$ cat config.mk
export PLATFORM = sky130hd
export DESIGN_NAME = link_bringup
export DESIGN_NICKNAME = d
export VERILOG_FILES = /design/src/rtl/lnkbr_pkg.sv /design/src/rtl/lnkbr_dcnt.sv /design/src/rtl/lnkbr_dp.sv /design/src/rtl/lnkbr_ctrl.sv /design/src/rtl/link_bringup.sv
export SDC_FILE = /design/constraint.sdc
export NUM_CORES = 1
export LEC_CHECK = 0
export ABC_AREA = 1
export BUFFER_PORTS_ARGS = -buffer_cell sky130_fd_sc_hd__buf_2
export CORE_MARGIN = 1
export CORE_UTILIZATION = 55
export DETAILED_ROUTE_END_ITERATION = 7
export PLACE_DENSITY_LB_ADDON = 0.15
export SYNTH_ARGS = -nofsm -noshare
export SYNTH_HDL_FRONTEND = slang
export SYNTH_HIERARCHICAL = 1
export SYNTH_SLANG_ARGS = --single-unit
$ cat constraint.sdc
create_clock -name clk -period 4.9 [get_ports clk]
set_input_delay 0.245 -clock clk [delete_from_list [all_inputs] [get_ports clk]]
set_output_delay 0.245 -clock clk [all_outputs]
set_load 0.01 [all_outputs]
$ cat src/rtl/lnkbr_pkg.sv
package lnkbr_pkg;

  typedef enum logic [3:0] {
    ST_IDLE,
    ST_CRST,
    ST_SETTLE,
    ST_PERST,
    ST_POST,
    ST_ELEC,
    ST_TRAIN,
    ST_STABLE
  } state_e;

  typedef enum logic [2:0] {
    W_CRST,
    W_SETTLE,
    W_PERST,
    W_POST,
    W_FIRST,
    W_POLL,
    W_STABLE
  } waitSel_e;

  typedef enum logic [1:0] {
    P_ELEC,
    P_TRAIN,
    P_STABLE
  } pollSel_e;

  typedef enum logic [2:0] {
    C_NONE     = 3'd0,
    C_EMPTY    = 3'd1,
    C_NOELEC   = 3'd2,
    C_NOTRAIN  = 3'd3,
    C_UNSTABLE = 3'd4
  } cause_e;

  typedef struct packed {
    logic     loadTimer;
    waitSel_e waitSel;
    logic     loadPoll;
    pollSel_e pollSel;
    logic     decPoll;
    logic     loadRetry;
    logic     decRetry;
  } strobes_t;

endpackage

$ cat src/rtl/lnkbr_dcnt.sv
module lnkbr_dcnt #(
  parameter int W = 8
) (
  input  logic         clk,
  input  logic         rstN,
  input  logic         load,
  input  logic [W-1:0] loadVal,
  input  logic         dec,
  output logic         zero
);

  logic [W-1:0] cnt;

  always_ff @(posedge clk) begin
    if (!rstN) begin
      cnt <= '0;
    end else if (load) begin
      cnt <= loadVal;
    end else if (dec && (cnt != '0)) begin
      cnt <= cnt - W'(1);
    end
  end

  assign zero = (cnt == '0);

endmodule

$ cat src/rtl/lnkbr_dp.sv
module lnkbr_dp
  import lnkbr_pkg::*;
#(
  parameter int CRST_TICKS    = 1,
  parameter int SETTLE_TICKS  = 10,
  parameter int PERST_TICKS   = 250,
  parameter int POST_TICKS    = 1,
  parameter int FIRST_TICKS   = 1,
  parameter int POLL_TICKS    = 10,
  parameter int STABLE_TICKS  = 1000,
  parameter int ELEC_RETRIES  = 10,
  parameter int TRAIN_RETRIES = 200,
  parameter int MAX_RETRIES   = 3,
  parameter int CHECK_W       = 4
) (
  input  logic               clk,
  input  logic               rstN,
  input  logic               tick,
  input  strobes_t           stb,
  input  logic [CHECK_W-1:0] stableChecks,
  output logic               timerDone,
  output logic               pollZero,
  output logic               retryZero
);

  localparam int MAX_A    = (CRST_TICKS > SETTLE_TICKS) ? CRST_TICKS : SETTLE_TICKS;
  localparam int MAX_B    = (PERST_TICKS > POST_TICKS) ? PERST_TICKS : POST_TICKS;
  localparam int MAX_C    = (FIRST_TICKS > POLL_TICKS) ? FIRST_TICKS : POLL_TICKS;
  localparam int MAX_AB   = (MAX_A > MAX_B) ? MAX_A : MAX_B;
  localparam int MAX_CD   = (MAX_C > STABLE_TICKS) ? MAX_C : STABLE_TICKS;
  localparam int TMR_MAX  = (MAX_AB > MAX_CD) ? MAX_AB : MAX_CD;
  localparam int TW       = $clog2(TMR_MAX + 2);
  localparam int CHK_MAX  = (1 << CHECK_W) - 1;
  localparam int POLL_ET  = (ELEC_RETRIES > TRAIN_RETRIES) ? ELEC_RETRIES : TRAIN_RETRIES;
  localparam int POLL_MAX = (POLL_ET > CHK_MAX) ? POLL_ET : CHK_MAX;
  localparam int PW       = $clog2(POLL_MAX + 2);
  localparam int RW       = $clog2(MAX_RETRIES + 2);

  logic [TW-1:0] tmrLoad;
  logic [PW-1:0] pollLoad;

  always_comb begin
    case (stb.waitSel)
      W_CRST:   tmrLoad = TW'(CRST_TICKS);
      W_SETTLE: tmrLoad = TW'(SETTLE_TICKS);
      W_PERST:  tmrLoad = TW'(PERST_TICKS);
      W_POST:   tmrLoad = TW'(POST_TICKS);
      W_FIRST:  tmrLoad = TW'(FIRST_TICKS);
      W_POLL:   tmrLoad = TW'(POLL_TICKS);
      default:  tmrLoad = TW'(STABLE_TICKS);
    endcase
  end

  always_comb begin
    case (stb.pollSel)
      P_ELEC:  pollLoad = PW'(ELEC_RETRIES);
      P_TRAIN: pollLoad = PW'(TRAIN_RETRIES);
      default: pollLoad = PW'(stableChecks);
    endcase
  end

  lnkbr_dcnt #(.W(TW)) u_timer (
    .clk     (clk),
    .rstN    (rstN),
    .load    (stb.loadTimer),
    .loadVal (tmrLoad),
    .dec     (tick),
    .zero    (timerDone)
  );

  lnkbr_dcnt #(.W(PW)) u_polls (
    .clk     (clk),
    .rstN    (rstN),
    .load    (stb.loadPoll),
    .loadVal (pollLoad),
    .dec     (stb.decPoll),
    .zero    (pollZero)
  );

  lnkbr_dcnt #(.W(RW)) u_retries (
    .clk     (clk),
    .rstN    (rstN),
    .load    (stb.loadRetry),
    .loadVal (RW'(MAX_RETRIES)),
    .dec     (stb.decRetry),
    .zero    (retryZero)
  );

endmodule

$ cat src/rtl/lnkbr_ctrl.sv
module lnkbr_ctrl
  import lnkbr_pkg::*;
(
  input  logic     clk,
  input  logic     rstN,
  input  logic     startPulse,
  input  logic     slotPresent,
  input  logic     inbandPresent,
  input  logic     linkActive,
  input  logic     fenced,
  input  logic     timerDone,
  input  logic     pollZero,
  input  logic     retryZero,
  output strobes_t stb,
  output logic     ctrlReset,
  output logic     perstN,
  output logic     ready,
  output logic     failed,
  output logic [2:0] cause
);

  state_e st, stNxt;
  logic   perstNxt, readyNxt, failedNxt;
  cause_e causeQ, causeNxt;

  always_ff @(posedge clk) begin
    if (!rstN) begin
      st     <= ST_IDLE;
      perstN <= 1'b0;
      ready  <= 1'b0;
      failed <= 1'b0;
      causeQ <= C_NONE;
    end else begin
      st     <= stNxt;
      perstN <= perstNxt;
      ready  <= readyNxt;
      failed <= failedNxt;
      causeQ <= causeNxt;
    end
  end

  assign ctrlReset = (st == ST_CRST);
  assign cause     = causeQ;

  always_comb begin
    stNxt     = st;
    perstNxt  = perstN;
    readyNxt  = ready;
    failedNxt = failed;
    causeNxt  = causeQ;
    stb       = '0;

    unique case (st)
      ST_IDLE: begin
        if (startPulse) begin
          readyNxt  = 1'b0;
          failedNxt = 1'b0;
          causeNxt  = C_NONE;
          if (!slotPresent) begin
            failedNxt = 1'b1;
            causeNxt  = C_EMPTY;
          end else begin
            stNxt         = ST_CRST;
            stb.loadTimer = 1'b1;
            stb.waitSel   = W_CRST;
            stb.loadRetry = 1'b1;
          end
        end
      end

      ST_CRST: begin
        if (timerDone) begin
          stNxt         = ST_SETTLE;
          stb.loadTimer = 1'b1;
          stb.waitSel   = W_SETTLE;
        end
      end

      ST_SETTLE: begin
        if (timerDone) begin
          stb.loadTimer = 1'b1;
          if (!perstN) begin
            perstNxt    = 1'b1;
            stNxt       = ST_POST;
            stb.waitSel = W_POST;
          end else begin
            perstNxt    = 1'b0;
            stNxt       = ST_PERST;
            stb.waitSel = W_PERST;
          end
        end
      end

      ST_PERST: begin
        if (timerDone) begin
          perstNxt      = 1'b1;
          stNxt         = ST_POST;
          stb.loadTimer = 1'b1;
          stb.waitSel   = W_POST;
        end
      end

      ST_POST: begin
        if (timerDone) begin
          stNxt         = ST_ELEC;
          stb.loadTimer = 1'b1;
          stb.waitSel   = W_FIRST;
          stb.loadPoll  = 1'b1;
          stb.pollSel   = P_ELEC;
        end
      end

      ST_ELEC: begin
        if (timerDone) begin
          if (inbandPresent) begin
            stNxt         = ST_TRAIN;
            stb.loadTimer = 1'b1;
            stb.waitSel   = W_FIRST;
            stb.loadPoll  = 1'b1;
            stb.pollSel   = P_TRAIN;
          end else if (pollZero) begin
            stNxt     = ST_IDLE;
            failedNxt = 1'b1;
            causeNxt  = C_NOELEC;
          end else begin
            stb.decPoll   = 1'b1;
            stb.loadTimer = 1'b1;
            stb.waitSel   = W_POLL;
          end
        end
      end

      ST_TRAIN: begin
        if (timerDone) begin
          if (linkActive) begin
            stNxt         = ST_STABLE;
            stb.loadTimer = 1'b1;
            stb.waitSel   = W_STABLE;
            stb.loadPoll  = 1'b1;
            stb.pollSel   = P_STABLE;
          end else if (pollZero) begin
            readyNxt = 1'b0;
            if (retryZero) begin
              stNxt     = ST_IDLE;
              failedNxt = 1'b1;
              causeNxt  = C_NOTRAIN;
            end else begin
              stNxt         = ST_CRST;
              stb.decRetry  = 1'b1;
              stb.loadTimer = 1'b1;
              stb.waitSel   = W_CRST;
            end
          end else begin
            stb.decPoll   = 1'b1;
            stb.loadTimer = 1'b1;
            stb.waitSel   = W_POLL;
          end
        end
      end

      ST_STABLE: begin
        if (timerDone) begin
          if (fenced || !linkActive) begin
            readyNxt = 1'b0;
            if (retryZero) begin
              stNxt     = ST_IDLE;
              failedNxt = 1'b1;
              causeNxt  = C_UNSTABLE;
            end else begin
              stNxt         = ST_CRST;
              stb.decRetry  = 1'b1;
              stb.loadTimer = 1'b1;
              stb.waitSel   = W_CRST;
            end
          end else if (pollZero) begin
            stNxt    = ST_IDLE;
            readyNxt = 1'b1;
          end else begin
            stb.decPoll   = 1'b1;
            stb.loadTimer = 1'b1;
            stb.waitSel   = W_STABLE;
          end
        end
      end

      default: stNxt = ST_IDLE;
    endcase
  end

endmodule

$ cat src/rtl/link_bringup.sv
module link_bringup
  import lnkbr_pkg::*;
#(
  parameter int CRST_TICKS    = 1,
  parameter int SETTLE_TICKS  = 10,
  parameter int PERST_TICKS   = 250,
  parameter int POST_TICKS    = 1,
  parameter int FIRST_TICKS   = 1,
  parameter int POLL_TICKS    = 10,
  parameter int STABLE_TICKS  = 1000,
  parameter int ELEC_RETRIES  = 10,
  parameter int TRAIN_RETRIES = 200,
  parameter int MAX_RETRIES   = 3,
  parameter int CHECK_W       = 4
) (
  input  logic               clk,
  input  logic               rstN,
  input  logic               startPulse,
  input  logic               tick,
  input  logic               slotPresent,
  input  logic               inbandPresent,
  input  logic               linkActive,
  input  logic               fenced,
  input  logic [CHECK_W-1:0] stableChecks,
  output logic               ctrlReset,
  output logic               perstN,
  output logic               ready,
  output logic               failed,
  output logic [2:0]         cause
);

  strobes_t stb;
  logic     timerDone, pollZero, retryZero;

  lnkbr_ctrl u_ctrl (
    .clk           (clk),
    .rstN          (rstN),
    .startPulse    (startPulse),
    .slotPresent   (slotPresent),
    .inbandPresent (inbandPresent),
    .linkActive    (linkActive),
    .fenced        (fenced),
    .timerDone     (timerDone),
    .pollZero      (pollZero),
    .retryZero     (retryZero),
    .stb           (stb),
    .ctrlReset     (ctrlReset),
    .perstN        (perstN),
    .ready         (ready),
    .failed        (failed),
    .cause         (cause)
  );

  lnkbr_dp #(
    .CRST_TICKS    (CRST_TICKS),
    .SETTLE_TICKS  (SETTLE_TICKS),
    .PERST_TICKS   (PERST_TICKS),
    .POST_TICKS    (POST_TICKS),
    .FIRST_TICKS   (FIRST_TICKS),
    .POLL_TICKS    (POLL_TICKS),
    .STABLE_TICKS  (STABLE_TICKS),
    .ELEC_RETRIES  (ELEC_RETRIES),
    .TRAIN_RETRIES (TRAIN_RETRIES),
    .MAX_RETRIES   (MAX_RETRIES),
    .CHECK_W       (CHECK_W)
  ) u_dp (
    .clk          (clk),
    .rstN         (rstN),
    .tick         (tick),
    .stb          (stb),
    .stableChecks (stableChecks),
    .timerDone    (timerDone),
    .pollZero     (pollZero),
    .retryZero    (retryZero)
  );

endmodule

==> impl_metrics.csv <==
group,metric,value,unit
logic_synthesis,synth.mux.area_fraction,0,%
detailed_routing,ant_nets,0,
hold_path,hold_path.class,"input pin to flop",
die,boundaryPins,19,
detailed_routing,route.detailed.drc,0,
setup_path,timing.critical_path.arrival,3.05,ns
cells_and_area,fillCellCount,446,
setup_path,regToRegStartpoint,"u_dp/u_polls/cnt[0]$_SDFFE_PN0P_",
cells_and_area,layout.nets,498,
logic_synthesis,post_synth_xor_area_fraction,0.989,%
setup_path,crit_start,"u_dp/u_polls/cnt[0]$_SDFFE_PN0P_",
setup_path,critPathRequiredTime,5.14,ns
cts,number_of_buffers_inserted_for_hold_repair_after_clock_tree_synthesis,0,
cts,cts.repair.resized,0,
hold_path,worstHoldStart,"rstN",
setup_path,critPathLaunchType,"flop",
detailed_routing,drt_first_iter_violations,141,
global_route,groute.usage.overall,25.6,%
cells_and_area,mostFrequentLayoutCell,"sky130_fd_sc_hd__nand2_1",
die,die_x,71.5,um
logic_synthesis,most_frequently_used_flop_master_after_synthesis,"sky130_fd_sc_hd__dfxtp_1",
detailed_routing,drt_pass1_iterations,4,
cells_and_area,stdcell_area,2910,sq um
logic_synthesis,synth_area,2660,sq um
cells_and_area,layout.cells.most_common_list,"sky130_fd_sc_hd__nand2_1 (139), sky130_fd_sc_hd__inv_1 (61), sky130_fd_sc_hd__nor2_1 (54), sky130_fd_sc_hd__nand3_1 (49), sky130_fd_sc_hd__dfxtp_1 (31)",
logic_synthesis,yosysUniqueCellTypes,36,
detailed_routing,via_per_inst,5.20,
power,leakage,1.57,nW
timing,finalWorstPathRequiredPeriod,2.81,ns
timing,slew_headroom,46.3,%
power,vdd_ir_drop_max,0.184,mV
timing,setup_total_negative_slack,0,ns
flow_run,max_cap_violations,0,
logic_synthesis,synth_area_leaders,"sky130_fd_sc_hd__dfxtp_1 (23%), sky130_fd_sc_hd__nand2_1 (20%), sky130_fd_sc_hd__nand3_1 (9.2%)",
placement,detailed_placement_hpwl,4690,um
logic_synthesis,synth.largest_area_cell,"sky130_fd_sc_hd__dfxtp_1",
logic_synthesis,gate_count_post_synth,458,
logic_synthesis,synth_edf_count,0,
run_status,run_status,"finished clean",
timing,grt_setup_unrepaired,"no",
setup_path,worst-path-max-fanout,15,
setup_path,worst_setup_path_end_kind,"flop",
die,floorplan.initialDensity,59.0,%
logic_synthesis,synth_fa_ha_area_share,2.36,%
logic_synthesis,synthDominantCellAreaShare,23.4,%
timing,period_share,57.3,%
logic_synthesis,yosys.area_share.simple,52.1,%
logic_synthesis,synth-warning-count,6,
detailed_routing,detail_route.wirelength,6150,um
global_route,grt_overflow_total,0,
cts,cts-buffers-inserted,5,
timing,finalMaxSlewViolations,0,
placement,gpl.final_weighted_congestion,0.928,
setup_path,path_class,"flop to flop",
cts,tritoncts,"done",
power,cell_area_power_density,388,nW/um^2
global_route,first_pass_grt_wire_length,10400,um
cts,ctsRootBufferMaster,"sky130_fd_sc_hd__clkbuf_8",
logic_synthesis,syn_avg_cell_area,5.80,sq um
cells_and_area,antenna_cells_inserted,0,
placement,port_buffers,18,
die,rows,24,
cts,cts.clk_slew.worst_paths,0.07,ns
detailed_routing,route.detailed.wl_per_inst,11.5,um
cts,cts_num_sinks,31,
timing,finalClockSkew,0.00832,ns
cts,worstSkewPairLatency,0.29,ns
global_route,antenna_violations_before_repair,0,
logic_synthesis,yosys_register_bits,31,
cells_and_area,drive_above_1_share,16.0,%
die,die_y,71.5,um
logic_synthesis,largest_family_of_logic_cells_by_synthesized_area,"simple AND/OR/NAND/NOR gates",
cts,cts_max_level,2,
die,die_area,5110,sq um
detailed_routing,route.vias.total,2779,
logic_synthesis,synth_async_sr_flop_share,0,%
timing,hold_viol_final,0,
cts,postCtsSetupRepairBufs,0,
timing,worst-slew-pin-transition,0.800,ns
global_route,first_global_vias,2401,
logic_synthesis,yosysSeqAreaShare,23.4,%
timing,fmax,0.356,GHz
global_route,grt_max_degree,21,
timing,fin_worst_hold_slack,0.371,ns
logic_synthesis,synth_compound_area_share,8.62,%
cells_and_area,areaGrowthSynthToFinish,9.47,%
cts,ctsLongestPathBuffers,2,
timing,final-setup-viol-count,0,
placement,placed_area,2790,sq um
die,design.core.area,4500,sq um
[state kept, by name, summed over array words and instances (netlist names)]
register,count
u_ctrl/failed,1
u_dp/u_timer/cnt,10
u_dp/u_polls/cnt,8
u_ctrl/perstN,1
u_ctrl/st,4
u_dp/u_retries/cnt,3
u_ctrl/cause,3
u_ctrl/ready,1
[routing by layer]
layer / track usage (%) / part of all wire [%] / vias up
li1: - / - / 1463
met4: 9.37 / 2.0 / 0
met1: 32.5 / 47 / 1222
met2: 43.6 / 46 / 79
met5: 0 / 0 / -
met3: 4.64 / 5.1 / 15
[per-stage QoR]
stage | std cells | total power [mW] | util, % | setup slack (ns)
after floorplan | 462 | 0.768 | - | 2.64
after global placement | 526 | 0.848 | 61.9 | 2.29
after detailed placement | 526 | 0.855 | 61.9 | 2.23
after CTS | 534 | 1.13 | 64.6 | 2.18
after global routing | 534 | 1.21 | 64.6 | 1.76
final | 534 | 1.13 | 64.6 | 2.09
[worst max-delay path, stage by stage (launching register included)]
cell and delay [ns]:
sky130_fd_sc_hd__dfxtp_1 0.31, sky130_fd_sc_hd__inv_1 0.16, sky130_fd_sc_hd__ha_1 0.17, sky130_fd_sc_hd__nand2_1 0.06
sky130_fd_sc_hd__nor2_1 0.35, sky130_fd_sc_hd__nor2_1 0.12, sky130_fd_sc_hd__nand2_1 0.20, sky130_fd_sc_hd__nand2_1 0.10
sky130_fd_sc_hd__inv_1 0.07, sky130_fd_sc_hd__nand2_1 0.05, sky130_fd_sc_hd__o21ai_0 0.14, sky130_fd_sc_hd__nand2_1 0.25
sky130_fd_sc_hd__inv_2 0.34, sky130_fd_sc_hd__nand3_1 0.11, sky130_fd_sc_hd__o21ai_0 0.20, sky130_fd_sc_hd__o21a_1 0.14
[area by class of cell]
cell class | count | area [sq um] | share of cell area [%]
clock inverters | 2 | 35.0 | 1.20
clock buffers | 6 | 82.6 | 2.84
flip-flops and latches | 31 | 621 | 21.3
inverters | 76 | 287 | 9.85
multi-input cells | 349 | 1730 | 59.4
repair buffers | 18 | 90.1 | 3.10
well taps | 52 | 65.1 | 2.24
[cells by family (layout without fill, tap and decap cells)]
| kind of cell | after synthesis | after routing |
|---|---|---|
| compound gates | 43 | 43 |
| xor+xnor | 3 | 3 |
| fa+ha+maj | 5 | 5 |
| buf+inv | 82 | 102 |
| flops | 31 | 31 |
| other cells | 3 | 7 |
| simple gates | 291 | 291 |
[final timing paths]
kind | cells past startpoint | end | slack, ns
hold / removal | 3 | u_dp/u_timer/cnt[9]$_SDFFE_PN0P_ | 0.37
hold reg to reg | 2 | u_ctrl/failed$_SDFFE_PN0P_ | 0.46
setup reg to reg | 15 | u_dp/u_timer/cnt[3]$_SDFFE_PN0P_ | 2.09
setup / recovery | 15 | u_dp/u_timer/cnt[3]$_SDFFE_PN0P_ | 2.09
[synthesized netlist by cell type, types with 2 or more instances]
cell,number
sky130_fd_sc_hd__a21oi_1,19
sky130_fd_sc_hd__a31oi_1,2
sky130_fd_sc_hd__clkbuf_1,2
sky130_fd_sc_hd__conb_1,3
sky130_fd_sc_hd__dfxtp_1,31
sky130_fd_sc_hd__ha_1,5
sky130_fd_sc_hd__inv_1,61
sky130_fd_sc_hd__inv_2,14
sky130_fd_sc_hd__nand2_1,139
sky130_fd_sc_hd__nand2_2,8
sky130_fd_sc_hd__nand2_4,4
sky130_fd_sc_hd__nand2_8,2
sky130_fd_sc_hd__nand3_1,49
sky130_fd_sc_hd__nand3_4,2
sky130_fd_sc_hd__nand3b_1,2
sky130_fd_sc_hd__nand4_1,9
sky130_fd_sc_hd__nor2_1,54
sky130_fd_sc_hd__nor2_2,9
sky130_fd_sc_hd__nor2_4,7
sky130_fd_sc_hd__nor3_1,3
sky130_fd_sc_hd__o21ai_0,16
sky130_fd_sc_hd__o21ai_1,2
sky130_fd_sc_hd__xnor2_1,2
[power breakdown]
group	internal [mW]	switching, mW	total [mW]
Sequential	0.292	0.0377	0.329
Combinational	0.183	0.346	0.529
Clock	0.165	0.104	0.269
No activity file was read; power rests on OpenSTA's default activity.
